`config.mk`:
```
export PLATFORM = sky130hd
export DESIGN_NAME = spi_irq_regs
export DESIGN_NICKNAME = d
export VERILOG_FILES = /design/src/rtl/spi_irq_regs.sv
export SDC_FILE = /design/constraint.sdc
export NUM_CORES = 1
export LEC_CHECK = 0
export BUFFER_PORTS_ARGS = -buffer_cell sky130_fd_sc_hd__buf_2
export CAP_MARGIN = 30
export CORE_ASPECT_RATIO = 0.7
export CORE_MARGIN = 5
export CORE_UTILIZATION = 42
export DETAILED_ROUTE_END_ITERATION = 16
export GPL_TIMING_DRIVEN = 0
export PLACE_DENSITY = 0.8
export SLEW_MARGIN = 10
export SYNTH_ARGS = -nofsm -noshare
export SYNTH_HDL_FRONTEND = slang
export SYNTH_SLANG_ARGS = --single-unit
```
`constraint.sdc`:
```
create_clock -name clk -period 2 [get_ports clk]
set_clock_uncertainty 0.2 [all_clocks]
set_input_delay 0.1 -clock clk [delete_from_list [all_inputs] [get_ports clk]]
set_output_delay 0.1 -clock clk [all_outputs]
set_load 0.01 [all_outputs]
```
`src/rtl/spi_irq_regs.sv`:
```
module spi_irq_regs #(
  parameter int ADDR_W = 8,
  parameter int DATA_W = 32,
  parameter int LVL_W  = 8,
  parameter int NSRC   = 7,
  parameter logic [ADDR_W-1:0] OFS_STAT = 'h04,
  parameter logic [ADDR_W-1:0] OFS_EN   = 'h08,
  parameter logic [ADDR_W-1:0] OFS_DIS  = 'h0C,
  parameter logic [ADDR_W-1:0] OFS_MASK = 'h10,
  parameter logic [ADDR_W-1:0] OFS_WMRK = 'h28
) (
  input  logic              clk,
  input  logic              rst_n,
  input  logic              wr_en,
  input  logic [ADDR_W-1:0] addr,
  input  logic [DATA_W-1:0] wdata,
  output logic [DATA_W-1:0] rdata,
  input  logic              modf_evt,
  input  logic [LVL_W-1:0]  tx_level,
  input  logic              tx_full,
  input  logic              rx_nempty,
  output logic              irq
);
  localparam int B_MODF = 1;
  localparam int B_TXOW = 2;
  localparam int B_FULL = 3;
  localparam int B_RXNE = 4;

  logic [NSRC-1:0]  mask_q;
  logic [NSRC-1:0]  stat;
  logic [LVL_W-1:0] wmrk_q;
  logic             modf_q;
  logic             irq_q;

  wire wr_stat = wr_en && (addr == OFS_STAT);
  wire wr_en_r = wr_en && (addr == OFS_EN);
  wire wr_dis  = wr_en && (addr == OFS_DIS);
  wire wr_wmrk = wr_en && (addr == OFS_WMRK);
  wire [NSRC-1:0] wbits = wdata[NSRC-1:0];
  wire tx_ow = (tx_level >= wmrk_q);

  always_comb begin
    stat = '0;
    stat[B_MODF] = modf_q;
    stat[B_TXOW] = tx_ow;
    stat[B_FULL] = tx_full;
    stat[B_RXNE] = rx_nempty;
  end

  always_ff @(posedge clk or negedge rst_n) begin
    if (!rst_n) begin
      mask_q <= '0;
      modf_q <= 1'b0;
      wmrk_q <= LVL_W'(1);
      irq_q  <= 1'b0;
    end else begin
      if (wr_en_r) mask_q <= mask_q | wbits;
      else if (wr_dis) mask_q <= mask_q & ~wbits;
      modf_q <= modf_evt | (modf_q & ~(wr_stat & wdata[B_MODF]));
      if (wr_wmrk) wmrk_q <= wdata[LVL_W-1:0];
      irq_q <= |(stat & mask_q);
    end
  end

  assign irq = irq_q;

  always_comb begin
    rdata = '0;
    if (addr == OFS_STAT)      rdata = DATA_W'(stat);
    else if (addr == OFS_MASK) rdata = DATA_W'(mask_q);
    else if (addr == OFS_WMRK) rdata = DATA_W'(wmrk_q);
  end


  mask_hold_chk: assert property (@(posedge clk) disable iff (!rst_n)
    !(wr_en_r || wr_dis) |=> $stable(mask_q));

  modf_set_chk: assert property (@(posedge clk) disable iff (!rst_n)
    modf_evt |=> modf_q);

  modf_clr_chk: assert property (@(posedge clk) disable iff (!rst_n)
    (wr_stat && wdata[B_MODF] && !modf_evt) |=> !modf_q);

  irq_off_chk: assert property (@(posedge clk) disable iff (!rst_n)
    (mask_q == '0) |=> !irq);

  dis_all_chk: assert property (@(posedge clk) disable iff (!rst_n)
    (wr_dis && (&wbits)) |=> (mask_q == '0));
endmodule

```
; ---- Word level (Yosys, flattened, before mapping)
; Index checks and enable logic that the tools add are counted.
[totals]
inputBits = 54
register_bits = 17
[classes]
n_reduce_logical = 6
order_cmp = 1
bitwise_logic = 8
muxes = 5
n_eq_ne = 5
[op_table]
columns = cell, count
row1 = 2-to-1 mux 32 bit, 1
row2 = "== test 8 x 4 -> 1 bit, second input constant", 2
row3 = 2-to-1 mux 8 bit, 2
row4 = 2-to-1 mux 7 bit, 2
row5 = "== test 8 x 3 -> 1 bit, second input constant", 1
row6 = "== test 8 x 5 -> 1 bit, second input constant", 1
row7 = "== test 8 x 6 -> 1 bit, second input constant", 1
row8 = >= comparator 8 bit, 1
row9 = AND 5 x 7 -> 7 bit, 1
row10 = AND 7 bit, 1
row11 = inverter 7 bit, 1
row12 = OR 7 bit, 1
row13 = OR reduction 7 bit, 1
row14 = logical AND 1 bit, 4
row15 = AND 1 bit, 2
row16 = nonzero test 2 bit, 1
row17 = inverter 1 bit, 1
row18 = OR 1 bit, 1

; ---- Logic depth before layout (Yosys ltp)
; Gate-level depths: netlist (run 1).
[depth]
depth_word = 6
ltp_mapped = 6
ltp_nobuf = 6

; ---- Worst setup path after synthesis (run 1)
; No wires, ideal clock.
[synth_timing]
path_kind = input to register
start = input addr[1]
end = register wmrk_q[1]
n_path_buf = 1
setup_slack_ns = 0.232
setup_ns = 0.125
stages = 5
arrival_ns = 1.443
t_required_ns = 1.675
path_cell_list = or4_4 -> buf_6 -> nor3_4 -> nand3b_4 -> mux2_4
[synth_via]
elab_chain_len = 2
[synth_rtl]
columns = item, line_no
row1 = start: declaration, 15  ; input logic [ADDR_W-1:0] addr,
row2 = == test 8 x 6 -> 1 bit, 38  ; wire wr_wmrk = wr_en && (addr == OFS_WMRK);
row3 = logical AND 1 bit, 38
row4 = end signal: assignment, 60  ; if (wr_wmrk) wmrk_q <= wdata[LVL_W-1:0];
row5 = end: declaration, 31  ; logic [LVL_W-1:0] wmrk_q;
; Every way passes these cells.
; A chain may end at the register's enable or synchronous reset.

; ---- Worst setup path after layout (run 1)
[layout_timing]
start = register wmrk_q[0]
end = output rdata[2]
[layout_via]
elab_chain_len = 2
[layout_rtl]
columns = item, line_no
row1 = >= comparator 8 bit, 40  ; wire tx_ow = (tx_level >= wmrk_q);
row2 = 2-to-1 mux 32 bit, 69  ; if (addr == OFS_STAT) rdata = DATA_W'(stat);
row3 = end: declaration, 17  ; output logic [DATA_W-1:0] rdata,
; Every way passes these cells.

==> results of run 1 <==
[path summary, 6_finish.rpt]
path	start	to	slack, ns	depth (start not counted)
setup / recovery	wmrk_q[0]	rdata[2]	0.05	6
hold / removal	addr[3]	modf_q	0.09	4
setup reg to reg	register	irq	0.34	3
hold reg to reg	register	register	0.32	2
max in group asynchronous	rst_n	wmrk_q[0]	1.19	2
min in group asynchronous	rst_n	asynchronous set/reset pin	0.10	2
[logic make-up (layout without fill, tap and decap cells)]
family / count (synthesis) / count (layout) / share of synthesized area [%]
AO/OA/AOI/OAI: 17 / 17 / 9.02
adder cells (fa/ha/maj): 8 / 8 / 7.52
buffers and inverters: 43 / 107 / 19.7
flip-flops: 17 / 17 / 32.0
multiplexers: 15 / 15 / 14.3
other: 1 / 24 / 0.282
AND/OR/NAND/NOR: 30 / 30 / 17.1
[what timing repair did]
item / in CTS / in global routing
gates resized for setup: 4 / 4
pin swaps: 3 / 3
setup endpoints to repair: 8 / 4
hold endpoints to repair: 34 / 0
buffers inserted: 2 / 7
hold buffers: 13 / 0
[power breakdown]
part	switching (mW)	internal [mW]
Combinational	0.0991	0.114
Sequential	0.00942	0.359
Clock	0.110	0.141
Total	0.218	0.615
[metrics by stage]
| step | hold slack (ns) | util (%) |
|---|---|---|
| floorplan | -0.396 | - |
| global placement | -0.156 | 53.3 |
| detailed placement | -0.165 | 53.3 |
| CTS | 0.0857 | 60.1 |
| global route | 0.110 | 62.4 |
| finish | 0.0898 | 62.4 |
[synth_stat cells, types with 2 or more instances]
master    count  area, sq um
nand2_1      15         56.3
inv_1        16         60.1
nor2_1        2         7.51
buf_4        24          180
o21ai_1       2         10.0
o21ai_0       2         10.0
nand2b_1      2         12.5
ha_1          8          100
dfrtp_1      16          400
a22oi_1       4         30.0
mux2i_1       7         70.1
a22o_1        3         26.3
a21oi_1       2         10.0
nor4_4        2         42.5
mux2_4        8          120
[layer usage]
layer | share of wire (%) | GRT usage (%)
met5 | 0 | 0
met4 | 0 | 2.21
met3 | 6.8 | 4.57
met2 | 50 | 22.5
met1 | 44 | 17.9
[worst max-delay path: cells and delay by family (launching register included)]
family | cells | cell delay (ns)
adder cells (fa/ha/maj) | 1 | 0.23
AO/OA/AOI/OAI | 3 | 0.37
AND/OR/NAND/NOR | 1 | 0.12
buffers and inverters | 1 | 0.14
flip-flops | 1 | 0.54
[area by class of cell]
class,instances,area [sq um]
multi-input combinational,94,768
sequential,17,427
buffer,26,195
inverter,17,67.6
clock buffer,4,45.0
tap,38,47.5
timing repair buffer,60,388
fill,259,1170
==> flow_metrics.tcl, run 1 <==
set metrics [dict create \
    peakVddDrop_uv 235 \
    routed_wl_um 3030 \
    final_cell_mix "buf_2 (38), buf_4 (33), conb_1 (24), inv_1 (16), dfrtp_1 (16)" \
    die_w_um 77.3 \
    synth-edff-count 0 \
    fmax_mhz 512 \
    yosysSeqAreaShare_pct 32.0 \
    vias 1115 \
    worst_slack_ns 0.0487 \
    cts_root_buf "clkbuf_8" \
    dpl.cell_count 230 \
    detail_route.wl_per_cell_um 11.8 \
    setup_violations 0 \
    antenna_found_initial 0 \
    grt_pass1_vias 1073 \
    clk_path_buf_depth 2 \
    cp_max_fo 3 \
    cts_buffers 3 \
    place_area_sq_um 1660 \
    hold_violations 0 \
    start_util_pct 42.9 \
    clk_pin_slew_worst_paths_ns 0.06 \
    syn_area_per_cell_sq_um 10.2 \
    overflow 0 \
    viasPerCell 4.36 \
    ant_nets 0 \
    totalPowerFinal_mw 0.833 \
    worstSkewPairLatency_ns 0.25 \
    rsz0062_at_grt "true" \
    timing.max_cap.violations 0 \
    synth_cell_types 33 \
    layout-drive-gt1-share_pct 44.5 \
    dr.pass1.iters 4 \
    maxSlewHeadroom_pct 65.3 \
    final_area_sq_um 1940 \
    endpoint_kind "primary output" \
    crit_type "register to primary output" \
    diodes 0 \
    die_h_um 57.1 \
    run_status "complete, no violations" \
    htree_levels 1 \
    async_reset_ff_share_pct 100 \
    grt_usage_pct 13.7 \
    cp_slowest_cell "dfstp_2" \
    rows 17 \
    period_share_pct 97.6 \
    port_buffers 38 \
    power_leakage_nw 1.10 \
    fin_tns_setup_ns 0 \
    synthFlopType "dfrtp_1" \
    slowest_delay_ns 0.54 \
    design.core.area_sq_um 3110 \
    final_cells 256 \
    die-area_sq_um 4410 \
    min_period_ns 1.95 \
    synthCells 131 \
    cts_tree "built" \
    cp_cell_sequence "ha_1 > nor2b_2 > o21ai_2 > a41oi_2 > o21ai_1 > buf_2" \
    num_io_pins 87 \
    place_congestion 0.778 \
    ys_ff_latch 17 \
    syn_area_sq_um 1330 \
    fin_nets 281 \
    start_kind "register" \
    powerDensity_nw_per_um2 430 \
    max_slew.worst_pin.slew_ns 0.520 \
    area_growth_pct 45.6 \
    drv_slew 0 \
    dp_hpwl_um 2350 \
    clkSinkCount 17 \
    hp-class "input pin to register" \
    post-place-ws_ns -0.105 \
    grt_max_degree 18 \
    layout_commonest_cell "buf_2" \
    cp_data_required_time_ns 1.70 \
    arrival_ns 1.65 \
    drc 0 \
    grt_pass1_wl_um 4950 \
    ys_warn_count 0 \
    drtIter0Drc 68 \
]
Note: power is estimated with default switching activity, not from simulation.
==> run 2: changes to the inputs <==
- PLACE_DENSITY: 0.8 -> 0.76
==> run 2 against run 1 <==
Compared with the run above: sequential power about the same; sequential cell count unchanged; count of clock-buffer cells in the layout decreased by 1; maximum frequency about the same; critical path type unchanged; sequential share of layout area decreased by 0.16 points; core utilization increased by 0.44 points; combinational power increased by 2%.
==> flow_metrics.tcl, run 2 (synthesis gave the netlist of run 1 again) <==
set metrics [dict create \
    endpoint_kind "primary output" \
    start_kind "register" \
    viasPerCell 4.41 \
    diodes 0 \
    cp_data_required_time_ns 1.70 \
    place_area_sq_um 1660 \
    design.core.area_sq_um 3110 \
    run_status "complete, no violations" \
    clkSinkCount 17 \
    min_period_ns 1.95 \
    layout_commonest_cell "buf_2" \
    rsz0062_at_grt "true" \
    overflow 0 \
    htree_levels 1 \
    cp_max_fo 2 \
    drc 0 \
    power_leakage_nw 1.11 \
    cts_root_buf "clkbuf_8" \
    final_area_sq_um 1950 \
    dr.pass1.iters 4 \
    clk_pin_slew_worst_paths_ns 0.07 \
    antenna_found_initial 0 \
    num_io_pins 87 \
    pwr-share-clk_pct 30.7 \
    worstSkewPairLatency_ns 0.25 \
    die_w_um 77.3 \
    arrival_ns 1.65 \
    period_share_pct 97.6 \
    timing.max_cap.violations 0 \
    layout-drive-gt1-share_pct 45.5 \
    dp_hpwl_um 2240 \
    die_h_um 57.1 \
    p_sw_mw 0.230 \
    maxSlewHeadroom_pct 65.1 \
    switching_share_pct 27.2 \
    hold_violations 0 \
    final_cell_mix "buf_2 (38), buf_4 (35), conb_1 (24), dfrtp_1 (16)" \
    fin_nets 283 \
    peakVddDrop_uv 365 \
    grt_pass1_wl_um 4910 \
    setup_violations 0 \
    dpl.cell_count 230 \
    powerDensity_nw_per_um2 433 \
    place_congestion 0.803 \
    vias 1137 \
    area_growth_pct 46.6 \
    rows 17 \
    ant_nets 0 \
    start_util_pct 42.9 \
    crit_type "register to primary output" \
    max_slew.worst_pin.slew_ns 0.524 \
    grt_max_degree 18 \
    cts_tree "built" \
    routed_wl_um 3120 \
    grt_pass1_vias 1098 \
    die-area_sq_um 4410 \
    power.internal_mw 0.616 \
    final_cells 258 \
    grt_usage_pct 13.5 \
    drv_slew 0 \
    seqPwrFrac_pct 43.6 \
    detail_route.wl_per_cell_um 12.1 \
    hp-class "input pin to register" \
    p_comb_share_pct 25.7 \
    drtIter0Drc 39 \
    clk_path_buf_depth 2 \
    fmax_mhz 512 \
    port_buffers 38 \
    cts_buffers 3 \
]
## run 2: cell types whose count changed in the layout (fill, tap and decap cells not counted), sizes merged
cell,delta
buf,+2
clkinv,+1
clkbuf,-1
## run 2: stage by stage
stage | TNS, ns | hold slack, ns | setup slack [ns] | util [%] | total power [mW]
floorplan | 0 | -0.396 | 0.232 | - | 0.488
global placement | -0.217 | -0.157 | -0.107 | 53.3 | 0.542
detailed placement | -0.107 | -0.159 | -0.0453 | 53.3 | 0.546
CTS | 0 | 0.0660 | 0.000378 | 61.1 | 0.839
global route | -0.131 | 0.118 | -0.0529 | 62.9 | 0.888
finish | 0 | 0.0815 | 0.0470 | 62.9 | 0.846
## run 2: final timing paths
path | from | to | slack [ns] | depth (start not counted)
setup / recovery | wmrk_q[0] | rdata[2] | 0.05 | 6
hold / removal | addr[3] | modf_q | 0.08 | 4
setup reg to reg | wmrk_q[0] | irq | 0.14 | 8
hold reg to reg | modf_q | modf_q | 0.32 | 1
max in group asynchronous | rst_n | wmrk_q[0] | 1.19 | 2
min in group asynchronous | rst_n | modf_q | 0.10 | 2
## run 2: timing repair
item / CTS / global route
buffers inserted: 6 / 5
gates cloned: 0 / 0
hold buffers: 13 / 0
pin swaps: 3 / 4
resized for setup: 4 / 4
endpoints found under the setup margin: 7 / 5
endpoints found under the hold margin: 34 / 0
## run 2: critical path, stage by stage (launching register included)
cell     delay, ns
dfstp_2       0.53
ha_1          0.22
nor2b_1       0.14
o21ai_2       0.08
a41oi_2       0.19
o21ai_1       0.08
buf_2         0.15
## run 2: cell type report
cell class	instances	area, sq um
repair buffers	62	403
inverters	17	67.6
fillers	257	1150
clock buffers	3	41.3
clock inverters	1	5.00
multi-input cells	94	766
well taps	38	47.5
plain buffers	26	195
flip-flops and latches	17	427
## run 2: metal layers
metal / vias up / track usage (%) / wire length [um]
met5: - / 0 / 0
met3: 5 / 4.57 / 228
li1: 570 / - / -
met1: 521 / 16.7 / 1330
met4: 0 / 3.68 / 38
met2: 41 / 22.8 / 1520
## run 2: power by group through the flow
| stage | Sequential (mW) | Clock [mW] | Combinational [mW] |
|---|---|---|---|
| 6_report | 0.369 | 0.259 | 0.218 |
| 5_1_grt | 0.370 | 0.277 | 0.242 |
| 4_1_cts | 0.370 | 0.267 | 0.203 |
| 3_5_place_dp | 0.376 | 0 | 0.170 |
| 3_3_place_gp | 0.376 | 0 | 0.166 |
| 2_1_floorplan | 0.373 | 0 | 0.114 |
==> run 3: changes to the inputs <==
- SETUP_SLACK_MARGIN: unset -> 0.1
==> run 3 against run 2 <==
Compared with the run above: the flow now finishes with violations (negative hold slack); core utilization is 1.2 points higher; die area stayed put; sequential cell count stayed put; sequential power hardly changed; critical endpoint unchanged; routed wire length is 1.0% higher; critical path depth is 2 higher; via count stayed put; largest power group unchanged; maximum frequency is 2.4% higher; first-iteration DRC count is 7.7% lower; final area is 1.9% higher.
==> flow_metrics.tcl, run 3 (synthesis gave the netlist of run 1 again) <==
set metrics [dict create \
    die_h_um 57.1 \
    timing.max_cap.violations 0 \
    r2r_cells 7 \
    start_util_pct 42.9 \
    fin_tns_setup_ns 0 \
    ant_nets 0 \
    period_share_pct 95.4 \
    final_cells 257 \
    vias 1137 \
    fmax_mhz 524 \
    place_congestion 0.803 \
    min_period_ns 1.91 \
    dp_hpwl_um 2240 \
    seqPwrFrac_pct 43.1 \
    grt_pass1_vias 1172 \
    failed_checks "negative hold slack" \
    power.internal_mw 0.619 \
    arrival_ns 1.61 \
    layout-drive-gt1-share_pct 49.3 \
    ff2ff_setup_slack_ns 0.28 \
    hold_ws_ns -0.00598 \
    peakVddDrop_uv 339 \
    holdCritStartpoint "rx_nempty" \
    endpoint_kind "primary output" \
    totalPowerFinal_mw 0.856 \
    power_leakage_nw 1.11 \
    rows 17 \
    drc 0 \
    pwr-share-clk_pct 30.8 \
    post-place-ws_ns -0.0453 \
    rr_endpoint "irq" \
    hold_violations 1 \
    viasPerCell 4.42 \
    cpMostUsedCell "buf_2" \
    overflow 0 \
    final_area_sq_um 1990 \
    die_w_um 77.3 \
    startpoint "addr[1]" \
    cts_buffers 3 \
    switching_share_pct 27.7 \
    drtIter0Drc 36 \
    hp-class "input pin to register" \
    drv_slew 0 \
    run_status "finished with violations" \
    worst_slack_ns 0.0929 \
    hold-path-endpoint "irq" \
    final_cell_mix "buf_2 (38), buf_4 (36), conb_1 (24), dfrtp_1 (16), inv_1 (15)" \
    cts_root_buf "clkbuf_8" \
    powerDensity_nw_per_um2 430 \
    cp_data_required_time_ns 1.70 \
    dpl.cell_count 230 \
    dr.pass1.iters 4 \
    port_buffers 38 \
    holdPathStages 3 \
    slowest_delay_ns 0.53 \
    die-area_sq_um 4410 \
    reg2reg_from "wmrk_q[0]" \
    rsz0062_at_grt "true" \
    worstSkewPairLatency_ns 0.26 \
    detail_route.wl_per_cell_um 12.3 \
    diodes 0 \
    cp_max_fo 5 \
    routed_wl_um 3150 \
    crit_type "input pin to primary output" \
    cp_cell_sequence "buf_2 > or4_4 > buf_8 > nor4b_4 > buf_4 > a22oi_1 > o21ai_1 > buf_2" \
    cp_slowest_cell "or4_4" \
    grt_usage_pct 14.1 \
    grt_pass1_wl_um 5110 \
    design.core.area_sq_um 3110 \
    start_kind "input pin" \
    antenna_found_initial 0 \
    p_sw_mw 0.237 \
    place_area_sq_um 1660 \
    cts_tree "built" \
    htree_levels 1 \
    p_comb_share_pct 26.1 \
    clk_pin_slew_worst_paths_ns 0.07 \
    layout_commonest_cell "buf_2" \
    grt_max_degree 18 \
    area_growth_pct 49.4 \
    setup_violations 0 \
    clkSinkCount 17 \
    clk_path_buf_depth 2 \
    fin_nets 282 \
    num_io_pins 87 \
]
==> run 3: worst max-delay path by stage <==
stage	to	slack, ns	depth (start not counted)
2_1_floorplan	wmrk_q[1]	0.23	5
3_3_place_gp	rdata[2]	-0.11	7
3_5_place_dp	rdata[2]	-0.05	7
4_1_cts	rdata[2]	0.09	6
5_1_grt	rdata[2]	-0.01	7
6_report	rdata[2]	0.09	8
==> run 3: critical path: cells and delay by family <==
| kind | cells | cell delay (ns) |
|---|---|---|
| compound gates | 2 | 0.15 |
| buf+inv | 4 | 0.59 |
| simple gates | 2 | 0.76 |
==> run 3: area by class of cell <==
class | instances | area (sq um)
tap | 38 | 47.5
buffer | 25 | 195
multi-input combinational | 94 | 806
timing repair buffer | 62 | 400
clock inverter | 1 | 5.00
clock buffer | 3 | 41.3
sequential | 17 | 427
inverter | 17 | 67.6
fill | 256 | 1120
==> run 3: through the flow <==
step | hold WS [ns] | util [%]
floorplan | -0.396 | -
global placement | -0.157 | 53.3
detailed placement | -0.159 | 53.3
CTS | 0.0660 | 63.6
global route | 0.0154 | 64.1
finish | -0.00598 | 64.1
==> run 3: power by group through the flow <==
stage          Combinational [mW]  Sequential, mW  Clock [mW]
5_1_grt                     0.249           0.370       0.279
6_report                    0.224           0.369       0.263
4_1_cts                     0.216           0.369       0.267
3_5_place_dp                0.170           0.376           0
3_3_place_gp                0.166           0.376           0
2_1_floorplan               0.114           0.373           0
==> run 3: timing repair <==
item                       CTS  global route
hold endpoints to repair    34             0
hold buffers                13             0
resized for setup           10             6
buffers inserted            12             1
pin swaps                    6             3
setup endpoints to repair    8             5
==> run 3: layer usage <==
metal	share of wire [%]	vias up	GRT usage (%)
met5	0	-	0
met2	51	43	25.4
li1	-	569	-
met3	7.6	3	4.73
met1	41	522	16.3
met4	0.35	0	3.43
